$ cat src/rtl/pdt_pkg.sv
package pdt_pkg;
  parameter int CNT_W = 8;
  parameter int PRE_W = 7;
  parameter int SEL_W = 3;
  parameter int SYNC_STAGES = 2;

  localparam int B_FLAG = 7;
  localparam int B_MASK = 6;
  localparam int B_EXT  = 5;
  localparam int B_STOP = 4;
  localparam int B_CLR  = 3;

  localparam logic [CNT_W-1:0] CNT_RST = '1;

  typedef struct packed {
    logic             flag;
    logic             mask;
    logic             ext_sel;
    logic             stop;
    logic [SEL_W-1:0] ratio;
  } ctrl_t;

  localparam ctrl_t CTRL_RST = '{flag: 1'b0, mask: 1'b1, ext_sel: 1'b0,
                                 stop: 1'b1, ratio: '0};
endpackage

$ cat src/rtl/pdt_src_sel.sv
module pdt_src_sel #(
  parameter int SYNC = pdt_pkg::SYNC_STAGES
) (
  input  logic clk_i,
  input  logic rst_ni,
  input  logic ext_i,
  input  logic ext_sel_i,
  input  logic stop_i,
  output logic src_tick_o
);
  logic [SYNC-1:0] sync_q;
  logic            last_q;
  logic            ext_fall;

  always_ff @(posedge clk_i or negedge rst_ni) begin
    if (!rst_ni) begin
      sync_q <= '0;
      last_q <= 1'b0;
    end else begin
      sync_q <= {sync_q[SYNC-2:0], ext_i};
      last_q <= sync_q[SYNC-1];
    end
  end

  assign ext_fall   = last_q & ~sync_q[SYNC-1];
  assign src_tick_o = ~stop_i & (ext_sel_i ? ext_fall : 1'b1);

  a_r7_ext_needs_fall: assert property (@(posedge clk_i) disable iff (!rst_ni)
    (src_tick_o && ext_sel_i) |-> (last_q && !sync_q[SYNC-1]));
endmodule

$ cat src/rtl/pdt_prescaler.sv
module pdt_prescaler #(
  parameter int PRE_W = pdt_pkg::PRE_W,
  parameter int SEL_W = pdt_pkg::SEL_W
) (
  input  logic             clk_i,
  input  logic             rst_ni,
  input  logic             src_tick_i,
  input  logic             clr_i,
  input  logic [SEL_W-1:0] ratio_i,
  output logic             tick_o
);
  logic [PRE_W-1:0] pre_q;
  logic [PRE_W-1:0] tap_mask;

  always_comb begin
    for (int i = 0; i < PRE_W; i++) tap_mask[i] = (ratio_i > SEL_W'(i));
  end

  // tick when every bit below the tap is about to carry
  assign tick_o = src_tick_i & ((pre_q & tap_mask) == tap_mask);

  always_ff @(posedge clk_i or negedge rst_ni) begin
    if (!rst_ni)         pre_q <= '0;
    else if (clr_i)      pre_q <= '0;
    else if (src_tick_i) pre_q <= pre_q + 1'b1;
  end

  a_r8_clear: assert property (@(posedge clk_i) disable iff (!rst_ni)
    clr_i |=> (pre_q == '0));
  a_r6_hold: assert property (@(posedge clk_i) disable iff (!rst_ni)
    (!clr_i && !src_tick_i) |=> $stable(pre_q));
endmodule

$ cat src/rtl/pdt_counter.sv
module pdt_counter #(
  parameter int CNT_W = pdt_pkg::CNT_W
) (
  input  logic             clk_i,
  input  logic             rst_ni,
  input  logic             tick_i,
  input  logic             load_i,
  input  logic [CNT_W-1:0] load_val_i,
  output logic [CNT_W-1:0] cnt_o,
  output logic             zero_evt_o
);
  localparam logic [CNT_W-1:0] ONE = CNT_W'(1);

  logic [CNT_W-1:0] cnt_q;

  always_ff @(posedge clk_i or negedge rst_ni) begin
    if (!rst_ni)     cnt_q <= pdt_pkg::CNT_RST;
    else if (load_i) cnt_q <= load_val_i;
    else if (tick_i) cnt_q <= cnt_q - ONE;
  end

  assign cnt_o      = cnt_q;
  assign zero_evt_o = tick_i & ~load_i & (cnt_q == ONE);

  a_r2_step: assert property (@(posedge clk_i) disable iff (!rst_ni)
    (tick_i && !load_i) |=> (cnt_q == $past(cnt_q) - ONE));
  a_r9_load_wins: assert property (@(posedge clk_i) disable iff (!rst_ni)
    load_i |=> (cnt_q == $past(load_val_i)));
  a_r6_idle_hold: assert property (@(posedge clk_i) disable iff (!rst_ni)
    (!tick_i && !load_i) |=> $stable(cnt_q));
endmodule

$ cat src/rtl/pdt_timer.sv
module pdt_timer
  import pdt_pkg::*;
(
  input  logic             clk_i,
  input  logic             rst_ni,
  input  logic             ext_i,
  input  logic             wr_i,
  input  logic             addr_i,
  input  logic [CNT_W-1:0] wdata_i,
  output logic [CNT_W-1:0] rdata_o,
  output logic             irq_o
);
  ctrl_t            ctrl_q;
  logic             ctrl_wr;
  logic             cnt_wr;
  logic             pre_clr;
  logic             src_tick;
  logic             pre_tick;
  logic             zero_evt;
  logic [CNT_W-1:0] cnt;

  assign ctrl_wr = wr_i &  addr_i;
  assign cnt_wr  = wr_i & ~addr_i;
  assign pre_clr = ctrl_wr & wdata_i[B_CLR];

  pdt_src_sel #(.SYNC(SYNC_STAGES)) u_src (
    .clk_i, .rst_ni, .ext_i,
    .ext_sel_i (ctrl_q.ext_sel),
    .stop_i    (ctrl_q.stop),
    .src_tick_o(src_tick)
  );

  pdt_prescaler #(.PRE_W(PRE_W), .SEL_W(SEL_W)) u_pre (
    .clk_i, .rst_ni,
    .src_tick_i(src_tick),
    .clr_i     (pre_clr),
    .ratio_i   (ctrl_q.ratio),
    .tick_o    (pre_tick)
  );

  pdt_counter #(.CNT_W(CNT_W)) u_cnt (
    .clk_i, .rst_ni,
    .tick_i    (pre_tick),
    .load_i    (cnt_wr),
    .load_val_i(wdata_i),
    .cnt_o     (cnt),
    .zero_evt_o(zero_evt)
  );

  always_ff @(posedge clk_i or negedge rst_ni) begin
    if (!rst_ni) begin
      ctrl_q <= CTRL_RST;
    end else begin
      if (ctrl_wr) begin
        ctrl_q.mask    <= wdata_i[B_MASK];
        ctrl_q.ext_sel <= wdata_i[B_EXT];
        ctrl_q.stop    <= wdata_i[B_STOP];
        ctrl_q.ratio   <= wdata_i[SEL_W-1:0];
      end
      // set beats clear so a zero crossing is never lost
      if (zero_evt)                          ctrl_q.flag <= 1'b1;
      else if (ctrl_wr && !wdata_i[B_FLAG]) ctrl_q.flag <= 1'b0;
    end
  end

  assign irq_o   = ctrl_q.flag & ~ctrl_q.mask;
  assign rdata_o = addr_i ? {ctrl_q.flag, ctrl_q.mask, ctrl_q.ext_sel, ctrl_q.stop,
                             1'b0, ctrl_q.ratio}
                          : cnt;

  a_r4_set_on_zero: assert property (@(posedge clk_i) disable iff (!rst_ni)
    zero_evt |=> ctrl_q.flag);
  a_r4_sticky: assert property (@(posedge clk_i) disable iff (!rst_ni)
    (ctrl_q.flag && !(ctrl_wr && !wdata_i[B_FLAG])) |=> ctrl_q.flag);
  a_r4_no_sw_set: assert property (@(posedge clk_i) disable iff (!rst_ni)
    (!ctrl_q.flag && !zero_evt) |=> !ctrl_q.flag);
endmodule

$ cat config.mk
export PLATFORM = sky130hd
export DESIGN_NAME = pdt_timer
export DESIGN_NICKNAME = d
export VERILOG_FILES = /design/src/rtl/pdt_pkg.sv /design/src/rtl/pdt_src_sel.sv /design/src/rtl/pdt_prescaler.sv /design/src/rtl/pdt_counter.sv /design/src/rtl/pdt_timer.sv
export SDC_FILE = /design/constraint.sdc
export NUM_CORES = 1
export LEC_CHECK = 0
export ABC_AREA = 1
export BUFFER_PORTS_ARGS = -buffer_cell sky130_fd_sc_hd__buf_2
export CAP_MARGIN = 5
export CORE_MARGIN = 10
export CORE_UTILIZATION = 45
export CTS_CLUSTER_DIAMETER = 200
export DETAILED_ROUTE_END_ITERATION = 10
export PLACE_DENSITY = 0.63
export SYNTH_ARGS = -nofsm -noshare
export SYNTH_HDL_FRONTEND = slang
export SYNTH_SLANG_ARGS = --single-unit
$ cat constraint.sdc
create_clock -name clk_i -period 3.87 [get_ports clk_i]
set_input_delay 0.5805 -clock clk_i [delete_from_list [all_inputs] [get_ports clk_i]]
set_output_delay 0.5805 -clock clk_i [all_outputs]
set_load 0.01 [all_outputs]
# After elaboration in Yosys (flattened, before gate mapping)
# Index checks and enable logic that the tools add are counted.
# totals
out_inout_bits	9
register_bits	25
input_bits	13
# op_classes
n_reduce_logical	5
add_sub_neg	2
bitwise	15
n_mux	8
n_lt_le_gt_ge	7
n_eq_ne	2
# op_table
operator	count
8-bit 2-to-1 mux	3
7-bit 2-to-1 mux	2
1-bit bitwise AND	9
3-bit greater-than comparator (second input constant)	3
8-bit by 1-bit == test with 1-bit output (second input constant)	1
8-bit by 1-bit subtractor with 8-bit output (second input constant)	1
7-bit by 1-bit adder with 7-bit output (second input constant)	1
7-bit bitwise AND	1
7-bit == test	1
3-bit by 1-bit greater-than comparator with 1-bit output (second input constant)	2
3-bit by 2-bit greater-than comparator with 1-bit output (second input constant)	2
2-bit nonzero test	3
1-bit inverter	5
1-bit 2-to-1 mux	3
1-bit logical AND	1
1-bit zero test	1

# Logic depth before layout (Yosys ltp)
# Gate-level depths: netlist of the first run.
# depth
word_depth	8
mapped_depth	10
mapped_depth_nobuf	10

# Hierarchy
# Synthesis of the first run repeated with hierarchy kept, for this count alone.
# unflattened
cells_unflattened	204
hier_area_um2	1506.4
# by_module_without_submodules
module	area_per_inst_um2	instances	cells_per_inst	seq_area_each_um2
pdt_counter	569.3	1	73	210.2
pdt_prescaler	432.9	1	63	175.2
pdt_timer	412.9	1	62	177.7
pdt_src_sel	91.3	1	6	75.1

# Worst setup path after synthesis of the first run
# No wires, ideal clock.
# synth_path
path_type	input port to output port
from	input addr_i
to	output rdata_o[5]
t_required_ps	3289
path_buffers	2
path_slack_ps	2066
arrival_time_ps	1223
path_stages	3
path_cell_list	buf_4 > clkbuf_1 > o21ai_0
# synth_via
elab_chain_cells	1
# synth_lines
element	line_no	text
from (decl)	pdt_timer.sv:8	input logic addr_i,
8-bit 2-to-1 mux	pdt_timer.sv:67	assign rdata_o = addr_i ? {ctrl_q.flag, ctrl_q.mask, ctrl_q.ext_sel, ctrl_q.stop,
to (decl)	pdt_timer.sv:10	output logic [CNT_W-1:0] rdata_o,
# No other way between the ends.

# Final worst setup path of the first run
# layout_path
from	register u_cnt.cnt_q[0], in the netlist u_cnt.cnt_o[0]
to	output rdata_o[0]
# layout_via
elab_chain_cells	1
# layout_lines
element	line_no	text
from (decl)	pdt_counter.sv:14	logic [CNT_W-1:0] cnt_q;
from (signal assigned)	pdt_counter.sv:17	if (!rst_ni) cnt_q <= pdt_pkg::CNT_RST;
from (signal assigned)	pdt_counter.sv:18	else if (load_i) cnt_q <= load_val_i;
from (signal assigned)	pdt_counter.sv:19	else if (tick_i) cnt_q <= cnt_q - ONE;
8-bit 2-to-1 mux	pdt_timer.sv:67	
# No other way between the ends.

==> reports/metrics.cfg, run 1 <==
[die]
die-area_mm2=0.005964
rows=20
die_width_um=77.23
fp.coreArea_mm2=0.003103
pin_count=22
die_height_um=77.23
floorplan.initialDensity_pct=47.50

[sta]
rsz0062_at_grt=false
setup_violations=0
finalHoldViolCount=0
timing.fmax_mhz=512.4
totalNegativeSetupSlack_ns=0
finalClockSkew_ns=0.01032
hold_ws_ns=0.1970
layout_worst_path_cycle_share_pct=50.43
fin_ws_ns=1.919
period_needed_ns=1.951
slew_violations=0
worst-slew-pin-transition_ns=0.5566
worst_slew_margin_rel_pct=62.90

[layout]
final_common_cell=nand2_1
fillCellCount=315
fin_cells=258
register_area_um2=638.1
area.growth.synth_to_final_pct=11.21
finish.net_count=231
multi_input_area_um2=732.0
drive_above_1_share_pct=24.30
commonest_non_fill_non_tap_cells_in_the_layout=nand2_1 (55), nor2_1 (23), buf_2 (21), nand3_1 (19), inv_1 (16)
antennaDiodeCount=0

[synth]
synth-seq-cells=25
syn-cell-area_mm2=0.001474
netlist_instances=193
syn-mean-instance-area_um2=7.637
ys_async_sr_fraction_pct=100.0
ys.flop_type=dfrtp_1
edff_count_synth=0
synth-seq-area-share_pct=43.29
synth.lib_cells_used.distinct=28
syn-num-nets=209
ys.warnings.count=0

[route]
detail_route.wirelength_um=3352
detail_route.drc_violations=0
vias=1322
ant_nets=0
detailedRoute.firstPassIterationCount=4
drtIter0Drc=98
routed_via_density=5.124
routed_wirelength_normalized_by_instance_count_um=12.99

[global_route]
grtUsageMet2_pct=16.47
grt_overflow=0
grt_pass1_wl_um=5713
initial_antenna_violation_count=0
global_route.usage.total_pct=11.45
globalRoute.busiestLayer=met2
grt_max_degree=26
number_of_global_route_vias_before_repair=1245
grt_use_met1_pct=15.70
met3_usage_pct=2.564

[worst_setup_path]
setup.worst_path.end_class=primary output
highest_delay_cell_along_the_critical_path=dfstp_2
timing.critical_path.arrival_ns=1.37
critPathRequiredTime_ns=3.29
worst-setup-path-type=reg -> out
timing.critical_path.slowest_cell_delay_ns=0.59
critical_path.max_fanout=4
worstSetupStartpointType=flop
path_cells=inv_1, o21ai_0, buf_2

[outcome]
outcome=finished clean

[clocking]
cts_tree=built
clk_path_buf_depth=2
cts_hold_buffers=0
cts.reportedPaths.clkPinSlew_ns=0.16
cts_setup_buffers=0
clkLatencyLatePin_ns=0.34
cts_sinks=25
cts_inserted_buffers=3
cts.htree.levels=1
ctsResizeCount=0
clockRootBuffer=clkbuf_4

[power_and_ir_drop]
ir_drop_uv=261.4
switchingPower_w=0.0003684
combinationalPowerShare_pct=38.3
power-per-cell-area_mw_per_mm2=547.8
pwr-share-clk_pct=14.9
switching_share_pct=41.02
internal-power_w=0.0005295
static-leakage-power_nw=0.8184
power.sequential.fraction_pct=46.8

[placement]
hpwlAfterDp_um=2529
globalplace.congestion=0.8761
placed_cells=254
io_buffer_count=21
post-place-ws_ns=2.078

[min_path]
hold_class=in -> async

[run]
cap_violations=0

## synth_stat cells (2+ instances only)
master	count	area (um^2)
nand2_1	55	206.5
nor2_1	23	86.33
nand3_1	19	95.09
inv_1	16	60.06
dfrtp_1	15	375.4
o21ai_0	13	65.06
dfstp_2	10	262.8
mux2_2	5	56.30
a21oi_1	4	20.02
buf_4	3	22.52
ha_1	3	37.54
inv_2	3	11.26
o21ai_1	3	15.01
a31oi_1	2	12.51
nand2_2	2	12.51
nand2_4	2	22.52
nor3_1	2	10.01
xnor2_1	2	17.52
xor2_1	2	17.52
## cells by family after synthesis
kind of cell / synth area share, %
DFF: 43.29
and+or+nand+nor: 31.66
buffers and inverters: 7.046
adders and majority gates: 2.547
AOI/OAI and AO/OA: 9.253
muxes: 3.820
xor gates and xnor gates: 2.377
## state kept, by name, indices dropped and copies added, names as in the netlist
register      cells
u_cnt.cnt_o       8
ctrl_q            7
u_pre.pre_q       7
u_src.sync_q      2
u_src.last_q      1
## worst max-delay path, delay by kind of cell, from the launching register on
family	cells	cell delay, ns
flops	1	0.59
buf+inv	2	0.25
compound gates	1	0.20
## metrics by stage
stage	util, %	cell area [um^2]	power (W)
6_report	52.82	1639	0.0008979
3_5_place_dp	51.81	1608	0.0007683
2_1_floorplan	-	1474	0.0006681
3_3_place_gp	51.81	1608	0.0007600
5_1_grt	52.82	1639	0.0009805
4_1_cts	52.82	1639	0.0009004
## final timing paths
kind                                             from                          to  slack (ns)  cells after the start
max in group asynchronous                      rst_ni  u_cnt.cnt_o[0]$_DFFE_PN1P_        3.29                      1
setup / recovery           u_cnt.cnt_o[0]$_DFFE_PN1P_                  rdata_o[0]        1.92                      3
min in group clk_i                              ext_i   u_src.sync_q[0]$_DFF_PN0_        0.33                      1
hold reg to reg             u_src.sync_q[0]$_DFF_PN0_   u_src.sync_q[1]$_DFF_PN0_        0.37                      0
setup reg to reg           u_cnt.cnt_o[0]$_DFFE_PN1P_  u_cnt.cnt_o[4]$_DFFE_PN1P_        2.42                      7
hold / removal                                 rst_ni  u_pre.pre_q[3]$_DFFE_PN0P_        0.20                      1
## metal layers
layer,vias to the layer above,share of wire (%)
li1,662,-
met4,0,1.3
met2,35,41
met3,4,5.5
met1,621,52
met5,-,0
## final cells by class
cell class / count / area share (%)
Timing Repair Buffer: 21 / 6.412
Clock inverter: 1 / 0.5344
Sequential cell: 25 / 38.93
Multi-Input combinational cell: 144 / 44.66
Tap cell: 44 / 3.359
Inverter: 20 / 4.733
Clock buffer: 3 / 1.374
## power by group through the flow
stage,clock [W],sequential [W],combinational [W]
6_report,0.000134,0.000420,0.000344
5_1_grt,0.000145,0.000431,0.000404
3_5_place_dp,0,0.000425,0.000344
3_3_place_gp,0,0.000422,0.000338
2_1_floorplan,0,0.000406,0.000262
4_1_cts,0.000135,0.000420,0.000346
(Power assumes the default switching activity.)
==> inputs of run 2 (changes only) <==
- ABC_AREA: 1 -> 0
- PLACE_DENSITY: 0.63 -> 0.66
- clock period: 3.87 -> 1.55 ns (I/O delays scaled with it)
==> run 2 against run 1 <==
  * The run now ends with negative setup slack left
  * Design area grew 15%
  * Clock power rose by 130%
  * Combinational power increased to 2.8 times the previous value
  * Synthesized cell count shrank 22%
  * First-iteration DRC count is 27% higher
  * Sequential power is 120% higher
  * Wire length rose by 10%
  * Critical endpoint is now u_cnt.cnt_o[2]$_DFFE_PN1P_
==> reports/metrics.cfg, run 2 <==
[outcome]
outcome=complete, but fails checks  ; was finished clean
failed_checks=negative setup slack

[sta]
finalClockSkew_ns=0.008657  ; was 0.01032 ns
hold_ws_ns=0.1270  ; was 0.1970 ns
worst_slew_margin_rel_pct=62.15  ; was 62.90%
rsz0062_at_grt=true  ; was false
period_needed_ns=1.626
slew_violations=0  ; unchanged
timing.fmax_mhz=614.9
setup_violations=2  ; was 0
worst-slew-pin-transition_ns=0.5677  ; was 0.5566 ns
layout_worst_path_cycle_share_pct=104.9
finalHoldViolCount=0  ; unchanged
fin_ws_ns=-0.07639  ; was 1.919 ns

[route]
detail_route.wirelength_um=3696  ; was 3352 um
ant_nets=0  ; unchanged
detailedRoute.firstPassIterationCount=4  ; unchanged
detail_route.drc_violations=0  ; unchanged
routed_via_density=5.537  ; was 5.124
drtIter0Drc=124  ; was 98
vias=1340  ; was 1322
routed_wirelength_normalized_by_instance_count_um=15.27  ; was 12.99 um

[synth]
ys.warnings.count=0  ; unchanged
synth_area_leaders=dfrtp_1 (26%), dfstp_2 (18%), mux2_2 (7.1%), nor2_1 (3.9%), nand2_1 (3.4%)  ; was dfrtp_1 (25%), dfstp_2 (18%), nand2_1 (14%), nand3_1 (6.5%), nor2_1 (5.9%)
netlist_instances=150  ; was 193
synth-seq-area-share_pct=44.54  ; was 43.29%
synthDominantCellAreaShare_pct=26.20  ; was 25.47%
synth-seq-cells=25  ; unchanged
syn-mean-instance-area_um2=9.551  ; was 7.637 um^2
synth_top_cells_by_count=dfrtp_1 (15), nor2_1 (15), nand2_1 (13), dfstp_2 (10), mux2_2 (9)  ; was nand2_1 (55), nor2_1 (23), nand3_1 (19), inv_1 (16), dfrtp_1 (15)
netlist.top_cell.by_area=dfrtp_1  ; unchanged
ys_async_sr_fraction_pct=100.0  ; unchanged
synth.lib_cells_used.distinct=41  ; was 28
syn-cell-area_mm2=0.001433  ; was 0.001474 mm^2
syn-num-nets=166  ; was 209
ys.flop_type=dfrtp_1  ; unchanged
edff_count_synth=0  ; unchanged

[worst_setup_path]
setup.worst_path.end_class=flop  ; was primary output
worstSetupStartpointType=flop  ; unchanged
critPathRequiredTime_ns=1.82  ; was 3.29 ns
critical_path.max_fanout=4  ; unchanged
length_in_cells_of_the_worst_reg_to_reg_path=7  ; unchanged
rr_endpoint=u_cnt.cnt_o[2]$_DFFE_PN1P_  ; was u_cnt.cnt_o[4]$_DFFE_PN1P_
worst-setup-path-type=reg -> reg  ; was reg -> out
rr_startpoint=ctrl_q[2]$_DFFE_PN0P_  ; was u_cnt.cnt_o[0]$_DFFE_PN1P_
crit_end=u_cnt.cnt_o[2]$_DFFE_PN1P_  ; was rdata_o[0]
crit_path_start=ctrl_q[2]$_DFFE_PN0P_  ; was u_cnt.cnt_o[0]$_DFFE_PN1P_
timing.reg2reg.setup_slack_ns=-0.08  ; was 2.42 ns
timing.critical_path.arrival_ns=1.90  ; was 1.37 ns

[layout]
register_area_um2=641.9  ; was 638.1 um^2
fillCellCount=276  ; was 315
fin_cells=242  ; was 258
final_core_util_pct=61.80  ; was 52.82%
finish.net_count=215  ; was 231
fin_area_mm2=0.001887  ; was 0.001639 mm^2
commonest_non_fill_non_tap_cells_in_the_layout=buf_4 (26), buf_2 (20), nor2_1 (15), nand2_1 (13), dfrtp_1 (12)  ; was nand2_1 (55), nor2_1 (23), buf_2 (21), nand3_1 (19), inv_1 (16)
multi_input_area_um2=795.8  ; was 732.0 um^2
antennaDiodeCount=0  ; unchanged
drive_above_1_share_pct=43.43  ; was 24.30%
final_common_cell=buf_4  ; was nand2_1
largest_register_ff_count=8  ; unchanged
area.growth.synth_to_final_pct=31.70  ; was 11.21%

[die]
floorplan.initialDensity_pct=46.93  ; was 47.50%
pin_count=22  ; unchanged
die_height_um=76.43  ; was 77.23 um
rows=20  ; unchanged
fp.coreArea_mm2=0.003053  ; was 0.003103 mm^2
die_width_um=76.43  ; was 77.23 um
die-area_mm2=0.005841  ; was 0.005964 mm^2

[global_route]
grt_overflow=0  ; unchanged
initial_antenna_violation_count=0  ; unchanged
number_of_global_route_vias_before_repair=1313  ; was 1245
grt_pass1_wl_um=6030  ; was 5713 um
global_route.usage.total_pct=12.13  ; was 11.45%
grt_max_degree=26  ; unchanged

[placement]
io_buffer_count=21  ; unchanged
placed_cells=228  ; was 254
dpl-instance-area_mm2=0.001715  ; was 0.001608 mm^2
hpwlAfterDp_um=2630  ; was 2529 um
globalplace.congestion=0.8476  ; was 0.8761

[clocking]
clk_path_buf_depth=2  ; unchanged
cts_tree=built  ; unchanged
cts.reportedPaths.clkPinSlew_ns=0.14  ; was 0.16 ns
cts_inserted_buffers=3  ; unchanged
clkLatencyLatePin_ns=0.34  ; about the same
clockRootBuffer=clkbuf_4  ; unchanged
cts_sinks=25  ; unchanged
cts.htree.levels=1  ; unchanged

[power_and_ir_drop]
ir_drop_uv=649.9  ; was 261.4 uV
static-leakage-power_nw=0.8682  ; was 0.8184 nW
power-per-cell-area_mw_per_mm2=1151  ; was 547.8 mW/mm^2

[run]
cap_violations=0  ; unchanged

[min_path]
hold_class=in -> reg  ; was in -> async

-- run 2: layer usage --
metal | global-route usage [%] | wire, um
met5 | 0 | 0
met4 | 5.204 | 51
met3 | 2.476 | 235
met2 | 19.47 | 1634
met1 | 15.30 | 1775
-- run 2: per-stage QoR --
| step | power, W | setup TNS (ns) | setup WS, ns |
|---|---|---|---|
| final | 0.002172 | -0.09950 | -0.07639 |
| after global routing | 0.002302 | -0.3557 | -0.1472 |
| after CTS | 0.002063 | -0.03974 | -0.03803 |
| after detailed placement | 0.001707 | -0.2970 | -0.09608 |
| after global placement | 0.001681 | -0.08761 | -0.07832 |
| after floorplan | 0.001333 | 0 | 0.02172 |
-- run 2: report_power, final --
part / switching, W / internal [W]
Clock: 0.000209 / 0.000101
Sequential: 0.000116 / 0.000798
Combinational: 0.000459 / 0.000489
Total: 0.000783 / 0.00139
-- run 2: what timing repair did --
| item | CTS | global route |
|---|---|---|
| hold buffers | 1 | 1 |
| buffers inserted | 3 | 5 |
| endpoints found under the setup margin | 9 | 11 |
| hold endpoints to repair | 15 | 1 |
| pin swaps | 3 | 1 |
| resized for setup | 9 | 11 |
| gates cloned | 0 | 0 |
-- run 2: worst min-delay path by stage --
stage                     startpoint                         end  slack (ns)  depth (start not counted)
final                     wdata_i[6]  u_cnt.cnt_o[6]$_DFFE_PN1P_        0.13                          3
after global placement        rst_ni   u_src.sync_q[1]$_DFF_PN0_        0.25                          1
after CTS                      ext_i   u_src.sync_q[0]$_DFF_PN0_       0.001                          1
after floorplan               rst_ni       ctrl_q[0]$_DFFE_PN0P_       -0.06                          0
after detailed placement      rst_ni   u_src.sync_q[1]$_DFF_PN0_        0.26                          1
after global routing      wdata_i[5]       ctrl_q[4]$_DFFE_PN0P_        0.14                          2
-- run 2: cell families after synthesis --
logic type	after synthesis	synth area share (%)
buf+inv	12	3.231
fa+ha+maj	3	2.620
simple gates	65	24.19
xor+xnor	6	3.668
mux	10	7.773
flops	25	44.54
compound gates	29	13.97
-- run 2: layout make-up --
cell class | instances | share of cell area, %
Clock buffer | 4 | 1.393
Tap cell | 44 | 2.918
Multi-Input combinational cell | 113 | 42.18
Inverter | 5 | 0.9947
Timing Repair Buffer | 51 | 18.50
Sequential cell | 25 | 34.02
-- run 2: critical path: stages, from the launching register on --
cell	delay (ns)
dfrtp_2	0.47
buf_6	0.13
nand2_1	0.06
a21o_1	0.13
buf_4	0.12
nand3_2	0.08
or4_1	0.41
a31oi_1	0.16
==> inputs of run 3 (changes only) <==
- CORE_UTILIZATION: 45 -> 25
- PLACE_DENSITY: 0.66 -> 0.41
==> run 3 against run 2 <==
  * The flow still finishes with violations (negative setup slack)
  * Setup slack improved by 0.033 ns
  * Worst hold slack got worse by 0.064 ns
  * Clock power increased by 26%
  * Design area increased by 0.40%
  * Maximum frequency increased by 2.1%
  * Combinational power decreased by 5.2%
  * Highest routed layer unchanged
  * Critical endpoint unchanged
==> reports/metrics.cfg, run 3 (same netlist as run 2, synthesis figures left out) <==
[worst_setup_path]
crit_path_start=ctrl_q[1]$_DFFE_PN0P_  ; was ctrl_q[2]$_DFFE_PN0P_
critical_path.max_fanout=5  ; was 4
critPathRequiredTime_ns=1.75  ; was 1.82 ns
rr_endpoint=u_cnt.cnt_o[2]$_DFFE_PN1P_  ; unchanged
timing.reg2reg.setup_slack_ns=-0.04  ; was -0.08 ns
rr_startpoint=ctrl_q[1]$_DFFE_PN0P_  ; was ctrl_q[2]$_DFFE_PN0P_
timing.critical_path.arrival_ns=1.79  ; was 1.90 ns
worst-setup-path-type=reg -> reg  ; unchanged
worstSetupStartpointType=flop  ; unchanged
crit_end=u_cnt.cnt_o[2]$_DFFE_PN1P_  ; unchanged
setup.worst_path.end_class=flop  ; unchanged
length_in_cells_of_the_worst_reg_to_reg_path=6  ; was 7

[placement]
post-place-ws_ns=-0.08802  ; was -0.09608 ns
hpwlAfterDp_um=3040  ; was 2630 um
io_buffer_count=21  ; unchanged
dpl-instance-area_mm2=0.001773  ; was 0.001715 mm^2
globalplace.congestion=0.7993  ; was 0.8476

[die]
fp.coreArea_mm2=0.005540  ; was 0.003053 mm^2
pin_count=22  ; unchanged
die_height_um=95.70  ; was 76.43 um
rows=27  ; was 20
die_width_um=95.70  ; was 76.43 um
die-area_mm2=0.009158  ; was 0.005841 mm^2
floorplan.initialDensity_pct=25.86  ; was 46.93%

[layout]
finish.net_count=209  ; was 215
fin_area_mm2=0.001894  ; was 0.001887 mm^2
largest_register_ff_count=8  ; unchanged
area.growth.synth_to_final_pct=32.23  ; was 31.70%
commonest_non_fill_non_tap_cells_in_the_layout=buf_2 (21), buf_4 (21), nor2_1 (15), nand2_1 (13), dfrtp_1 (12)  ; was buf_4 (26), buf_2 (20), nor2_1 (15), nand2_1 (13), dfrtp_1 (12)
drive_above_1_share_pct=44.27  ; was 43.43%
antennaDiodeCount=0  ; unchanged

[route]
vias=1229  ; was 1340
routed_wirelength_normalized_by_instance_count_um=14.91  ; was 15.27 um
detail_route.drc_violations=0  ; unchanged
detailedRoute.firstPassIterationCount=4  ; unchanged
drtIter0Drc=75  ; was 124
detail_route.wirelength_um=3936  ; was 3696 um
routed_via_density=4.655  ; was 5.537
ant_nets=0  ; unchanged

[outcome]
failed_checks=negative setup slack  ; unchanged
outcome=complete, but fails checks  ; unchanged

[clocking]
cts.htree.levels=1  ; unchanged
clk_path_buf_depth=2  ; unchanged
cts_sinks=25  ; unchanged
clockRootBuffer=clkbuf_8  ; was clkbuf_4
cts_inserted_buffers=3  ; unchanged
cts_tree=built  ; unchanged
clkLatencyLatePin_ns=0.27  ; was 0.34 ns
cts.reportedPaths.clkPinSlew_ns=0.09  ; was 0.14 ns

[min_path]
hold_class=in -> reg  ; unchanged

[power_and_ir_drop]
static-leakage-power_nw=0.8463  ; was 0.8682 nW
ir_drop_uv=636.0  ; was 649.9 uV
power-per-cell-area_mw_per_mm2=1164  ; was 1151 mW/mm^2

[global_route]
grt_max_degree=26  ; unchanged
global_route.usage.total_pct=9.120  ; was 12.13%
grt_overflow=0  ; unchanged
grt_pass1_wl_um=6796  ; was 6030 um
initial_antenna_violation_count=0  ; unchanged
number_of_global_route_vias_before_repair=1326  ; was 1313

[sta]
layout_worst_path_cycle_share_pct=102.8  ; was 104.9%
worst_slew_margin_rel_pct=60.64  ; was 62.15%
setup_violations=1  ; was 2
worst-slew-pin-transition_ns=0.5903  ; was 0.5677 ns
hold_ws_ns=0.06287  ; was 0.1270 ns
fin_ws_ns=-0.04294  ; was -0.07639 ns
finalHoldViolCount=0  ; unchanged
timing.fmax_mhz=627.8  ; was 614.9 MHz
finalClockSkew_ns=0.001923  ; was 0.008657 ns
rsz0062_at_grt=true  ; unchanged
slew_violations=0  ; unchanged
period_needed_ns=1.593  ; was 1.626 ns
totalNegativeSetupSlack_ns=-0.04294  ; was -0.09950 ns

[run]
cap_violations=0  ; unchanged

run 3: metal layers:
layer,vias to the layer above,GRT usage [%],part of all wire [%]
li1,622,-,-
met1,578,11.84,49
met2,27,15.07,45
met3,2,2.412,5.2
met4,0,1.474,0.38
met5,-,0,0
run 3: repair_timing:
| action | 4_1_cts | 5_1_grt |
|---|---|---|
| gates cloned | 0 | 0 |
| endpoints found under the hold margin | 15 | 0 |
| resized for setup | 7 | 13 |
| pin swaps | 3 | 3 |
| setup buffers | 0 | 0 |
| hold buffers | 1 | 0 |
| endpoints found under the setup margin | 5 | 8 |
run 3: cell type report:
| type | instances | area, um^2 |
|---|---|---|
| clock buffer | 3 | 41.29 |
| clock inverter | 1 | 5.005 |
| fill | 606 | 3646 |
| inverter | 5 | 18.77 |
| multi-input combinational | 113 | 802.0 |
| sequential | 25 | 641.9 |
| tap | 72 | 90.09 |
| timing repair buffer | 45 | 295.3 |
run 3: worst max-delay path: stages (launching register included):
cell and delay, ns:
dfrtp_2 0.45, a21boi_2 0.17, o21ai_2 0.14, buf_4 0.13, nand3_2 0.08, or4_1 0.40
a31oi_1 0.15
run 3: worst min-delay path by stage:
stage,startpoint,to,slack (ns),cells after the start
6_report,ext_i,u_src.sync_q[0]$_DFF_PN0_,0.06,1
5_1_grt,ext_i,u_src.sync_q[0]$_DFF_PN0_,0.05,1
4_1_cts,ext_i,u_src.sync_q[0]$_DFF_PN0_,0.05,1
3_5_place_dp,rst_ni,ctrl_q[6]$_DFFE_PN0P_,0.27,1
3_3_place_gp,rst_ni,ctrl_q[6]$_DFFE_PN0P_,0.27,1
2_1_floorplan,rst_ni,ctrl_q[0]$_DFFE_PN0P_,-0.06,0
run 3: metrics by stage:
| step | total power (W) | utilization (%) | cells |
|---|---|---|---|
| finish | 0.002204 | 34.19 | 264 |
| global route | 0.002390 | 34.19 | 264 |
| CTS | 0.002193 | 33.47 | 264 |
| detailed placement | 0.001749 | 32.00 | 259 |
| global placement | 0.001748 | 32.00 | 259 |
| floorplan | 0.001333 | - | 150 |
run 3: power by group:
part	internal, W	switching (W)	leakage (nW)
Clock	0.000180	0.000212	0.0255
Combinational	0.000452	0.000447	0.530
Sequential	0.000800	0.000114	0.291
Total	0.00143	0.000773	0.846
